`config.mk`:
```
export PLATFORM = sky130hd
export DESIGN_NAME = pipe_interlock
export DESIGN_NICKNAME = d
export VERILOG_FILES = /design/src/rtl/ilk_pkg.sv /design/src/rtl/ilk_raw_detect.sv /design/src/rtl/ilk_branch_guard.sv /design/src/rtl/ilk_bubble_ctr.sv /design/src/rtl/pipe_interlock.sv
export SDC_FILE = /design/constraint.sdc
export NUM_CORES = 1
export LEC_CHECK = 0
export CAP_MARGIN = 20
export CORE_MARGIN = 5
export CORE_UTILIZATION = 45
export DETAILED_ROUTE_END_ITERATION = 12
export PLACE_DENSITY = 0.87
export SYNTH_ARGS = -nofsm -noshare
export SYNTH_HDL_FRONTEND = slang
export SYNTH_SLANG_ARGS = --single-unit
export TNS_END_PERCENT = 100
```
`constraint.sdc`:
```
create_clock -name clk -period 3.4 [get_ports clk]
set_input_delay 0.68 -clock clk [delete_from_list [all_inputs] [get_ports clk]]
set_output_delay 0.68 -clock clk [all_outputs]
set_load 0.005 [all_outputs]
```
`src/rtl/ilk_pkg.sv`:
```
// Shared definitions for the interlock controller.
// Assumes three in-flight writers (execute, memory, write-back) sit behind decode.
package ilk_pkg;
    localparam int unsigned NUM_WRITERS = 3;

    typedef enum logic [1:0] {
        WR_EX  = 2'd0,
        WR_MEM = 2'd1,
        WR_WB  = 2'd2
    } writer_e;
endpackage

```
`src/rtl/ilk_raw_detect.sv`:
```
// Read-after-write detector: flags when a used decode source equals the
// destination of a pending writer. Assumes register 0 is hard-wired to zero.
module ilk_raw_detect #(
    parameter int unsigned REG_W = 5,
    parameter int unsigned NWR   = ilk_pkg::NUM_WRITERS
) (
    input  logic [REG_W-1:0]          src_a,
    input  logic                      src_a_used,
    input  logic [REG_W-1:0]          src_b,
    input  logic                      src_b_used,
    input  logic [NWR-1:0][REG_W-1:0] wr_rd,
    input  logic [NWR-1:0]            wr_en,
    output logic                      hazard
);
    logic [NWR-1:0] hit;

    // One comparator pair for each pending writer.
    for (genvar i = 0; i < NWR; i++) begin : g_cmp
        logic live;
        assign live   = wr_en[i] && (wr_rd[i] != '0);
        assign hit[i] = live && ((src_a_used && src_a == wr_rd[i]) ||
                                 (src_b_used && src_b == wr_rd[i]));
    end

    // Any writer hit stalls decode.
    always_comb hazard = |hit;
endmodule

```
`src/rtl/ilk_branch_guard.sv`:
```
// Fetch squash for unresolved branches. Assumes a branch resolves in execute;
// a hold from decode takes priority, so a held fetch/decode register is never cleared.
module ilk_branch_guard (
    input  logic br_in_id,
    input  logic br_in_ex,
    input  logic hold,
    output logic squash
);
    // Discard fetch while a branch sits in decode or execute.
    always_comb squash = !hold && (br_in_id || br_in_ex);
endmodule

```
`src/rtl/ilk_bubble_ctr.sv`:
```
// Saturating bubble counter. Assumes one bubble per cycle at most.
module ilk_bubble_ctr #(
    parameter int unsigned CNT_W = 16
) (
    input  logic             clk,
    input  logic             rst_n,
    input  logic             inc,
    output logic [CNT_W-1:0] count
);
    localparam logic [CNT_W-1:0] CNT_MAX = {CNT_W{1'b1}};

    // Count bubbles, stopping at all ones.
    always_ff @(posedge clk) begin
        if (!rst_n)
            count <= '0;
        else if (inc && count != CNT_MAX)
            count <= count + 1'b1;
    end
endmodule

```
`src/rtl/pipe_interlock.sv`:
```
// Stall controller for a five-stage in-order pipeline without forwarding.
// Holds decode until every producer of its sources has left write-back,
// squashes fetch behind branches and counts inserted bubbles.
// Assumes the datapath loads a NOP with cleared write flags on idex_bubble.
module pipe_interlock #(
    parameter int unsigned REG_W = 5,
    parameter int unsigned CNT_W = 16
) (
    input  logic             clk,
    input  logic             rst_n,
    input  logic [REG_W-1:0] id_rs,
    input  logic             id_rs_used,
    input  logic [REG_W-1:0] id_rt,
    input  logic             id_rt_used,
    input  logic             id_is_branch,
    input  logic [REG_W-1:0] ex_rd,
    input  logic             ex_wr,
    input  logic             ex_is_branch,
    input  logic [REG_W-1:0] mem_rd,
    input  logic             mem_wr,
    input  logic [REG_W-1:0] wb_rd,
    input  logic             wb_wr,
    output logic             front_hold,
    output logic             idex_bubble,
    output logic             fetch_squash,
    output logic [CNT_W-1:0] bubble_count
);
    import ilk_pkg::*;

    logic [NUM_WRITERS-1:0][REG_W-1:0] pend_rd;
    logic [NUM_WRITERS-1:0]            pend_wr;
    logic                              raw_hit;

    // Gather the pending writers in stage order.
    always_comb begin
        pend_rd[WR_EX]  = ex_rd;
        pend_rd[WR_MEM] = mem_rd;
        pend_rd[WR_WB]  = wb_rd;
        pend_wr[WR_EX]  = ex_wr;
        pend_wr[WR_MEM] = mem_wr;
        pend_wr[WR_WB]  = wb_wr;
    end

    ilk_raw_detect #(.REG_W(REG_W), .NWR(NUM_WRITERS)) u_raw (
        .src_a      (id_rs),
        .src_a_used (id_rs_used),
        .src_b      (id_rt),
        .src_b_used (id_rt_used),
        .wr_rd      (pend_rd),
        .wr_en      (pend_wr),
        .hazard     (raw_hit)
    );

    // A data hazard freezes the front end and bubbles decode/execute.
    always_comb begin
        front_hold  = raw_hit;
        idex_bubble = raw_hit;
    end

    ilk_branch_guard u_br (
        .br_in_id (id_is_branch),
        .br_in_ex (ex_is_branch),
        .hold     (raw_hit),
        .squash   (fetch_squash)
    );

    ilk_bubble_ctr #(.CNT_W(CNT_W)) u_ctr (
        .clk   (clk),
        .rst_n (rst_n),
        .inc   (raw_hit),
        .count (bubble_count)
    );
endmodule

```
==> results.toml <==
[die]
die_y_um = 61.67
die_w_um = 61.67
initial_core_util_pct = 47.62
core_sq_mm = 0.002522
die_area_sq_mm = 0.003803
row_count = 18
io_pins = 53

[logic_synthesis]
ys_types = 35
synthesis.area_sq_mm = 0.001201
syn_inst = 142
synth_area_leaders = "dfxtp_1 (27%), xor2_1 (22%), and3_1 (5.2%), xnor2_1 (5.1%), nand3_1 (3.8%)"
synth_seq_cells = 16
netlist.area_leader.share_pct = 26.67
yosysSeqAreaShare_pct = 26.67
synth_top_cell_by_area = "dfxtp_1"
yosysWarnings = 0
syn-num-nets = 177
syn_avg_cell_area_sq_um = 8.459

[power_and_ir_drop]
total_leakage_power_nw = 0.8170
clkPwrFrac_pct = 28.6
power_mw = 0.4414
sequentialPowerShare_pct = 42.9
ir_drop_mv = 0.2300
p_sw_mw = 0.1210
cellPowerDensity_mw_per_mm2 = 228.5
p_sw_share_pct = 27.41
combPwrFrac_pct = 28.4
internal_power_mw = 0.3204

[placement]
dp_hpwl_um = 3071
dpl.cell_count = 229
place_congestion = 1.002
dp_slack_ns = -0.07423
io_buffers = 52

[finish]
final_common_cell = "clkdlybuf4s50_1"
final_cell_mix = "clkdlybuf4s50_1 (38), xor2_1 (26), dfxtp_1 (16), nor2_1 (12), dlymetal6s2s_1 (11)"
final.fill_count = 172
fin_cells = 233
top_regs = "u_ctr.count x16"
top_register = "u_ctr.count"
largest_reg_flops = 16
nets = 239
drive_above_1_share_pct = 14.78
areaGrowthSynthToFinish_pct = 60.83
diodes = 0

[timing]
max_slew.worst_pin.slew_ns = 0.4167
hold_viol_final = 0
final.setup_skew_ns = 0.003930
slew_viol_final = 0
finalCritPeriodShare_pct = 92.52
min_period_ns = 3.146
relSlewSlack_pct = 72.19
setup_viol = 0
rsz0062_at_grt = "no"
max_freq_ghz = 0.3179
layout_setup_ws_ns = 0.2542

[worst_setup_path]
startpoint_type = "input port"
path_max_fanout = 4
required_ns = 2.72
cp-end-kind = "output pin"
worstSetupPathType = "input port to output pin"
critical_path_arrival_ns = 2.47

[drt]
drtPass1Iterations = 4
drcViolationCount = 0
avgRoutedWirePerCell_um = 17.26
postRouteAntennaNets = 0
first_iter_violations = 72
via_per_inst = 5.639
routed_wl_um = 4021
vias = 1314

[clocking]
cts.clk_slew.worst_paths_ns = 0.09
cts_buffers = 3
post_cts_buffers = 0
cts-root-buf = "clkbuf_4"
cts_max_level = 1
cts_buffer_depth = 2
clk_latency_ns = 0.29
clock_sinks = 16
cts_tree = "yes"

[grt]
grt_pass1_vias = 1310
grt_pass1_wl_um = 6292
antenna_found_initial = 0
track_usage_pct = 22.08
grt_max_degree = 14
overflow = 0

[worst_hold_path]
hold_class = "flop to flop"

[run]
maxCapViolCount = 0

[run_status]
outcome = "finished, final reports clean"
[synth_stat cells, drive strengths merged]
master,n
xor2,30
dfxtp,16
nor2,13
and3,10
nand3,9
nand2,7
xnor2,7
nor4,6
o21ai,6
a21oi,4
a31oi,3
inv,3
nor3,3
or3,3
or4,3
buf,2
mux2i,2
nand2b,2
nand4,2
o221ai,2
a211oi,1
and2,1
and4,1
clkbuf,1
ha,1
nand4b,1
nor3b,1
o211ai,1
o31ai,1
[critical path, cell delays in order]
cell and delay [ns]:
clkdlybuf4s50_1 0.50, xor2_1 0.20, nor4_1 0.35, and3_1 0.22, a31oi_2 0.05, o221ai_4 0.19
dlygate4sd2_1 0.28
[metal layers]
layer	global-route usage (%)	wire [um]
met1	29.02	1726
met2	38.57	2044
met3	3.145	210
met4	3.939	39
met5	0	0
[cells by family after synthesis]
logic type,Yosys count,synth area share (%)
flops,16,26.67
mux,2,1.667
xor+xnor,37,26.98
buf+inv,6,2.812
fa+ha+maj,1,1.042
compound gates,18,10.94
simple gates,62,29.90
[timing repair]
item,4_1_cts,5_1_grt
hold buffers,0,0
resized for setup,8,19
hold endpoints to repair,0,0
pin swaps,1,2
gates cloned,0,0
setup endpoints to repair,3,2
[power groups by stage]
| stage | Combinational [mW] | Sequential (mW) | Clock, mW |
|---|---|---|---|
| floorplan | 0.0421 | 0.194 | 0 |
| global placement | 0.112 | 0.194 | 0 |
| detailed placement | 0.116 | 0.194 | 0 |
| CTS | 0.118 | 0.190 | 0.127 |
| global route | 0.134 | 0.190 | 0.137 |
| finish | 0.126 | 0.190 | 0.126 |
[path summary, 6_finish.rpt]
path / startpoint / endpoint / slack, ns / cells after the start
worst max register to register: u_ctr.count[7]$_SDFFE_PN0P_ / u_ctr.count[10]$_SDFFE_PN0P_ / 1.30 / 7
worst min-delay path: u_ctr.count[4]$_SDFFE_PN0P_ / u_ctr.count[4]$_SDFFE_PN0P_ / 0.51 / 2
worst min register to register: u_ctr.count[4]$_SDFFE_PN0P_ / u_ctr.count[4]$_SDFFE_PN0P_ / 0.51 / 2
worst max-delay path: id_rt[0] / front_hold / 0.25 / 7
[cell type report]
class,instances,area (sq um),share of cell area [%]
Tap cell,30,37.54,1.943
Inverter,3,11.26,0.5829
Multi-Input combinational cell,120,922.1,47.73
Sequential cell,16,320.3,16.58
Clock buffer,4,36.28,1.878
Timing Repair Buffer,60,604.3,31.28
[per-stage QoR]
step           util (%)  area, sq um  TNS (ns)  hold WS, ns
2_1_floorplan         -         1201         0       0.4828
3_3_place_gp      71.23         1797  -0.05887       0.4837
4_1_cts           73.56         1856         0       0.5087
3_5_place_dp      71.23         1797   -0.1059       0.4938
6_report          76.59         1932         0       0.5087
5_1_grt           76.59         1932         0       0.5620
No activity file was read; power rests on OpenSTA's default activity.
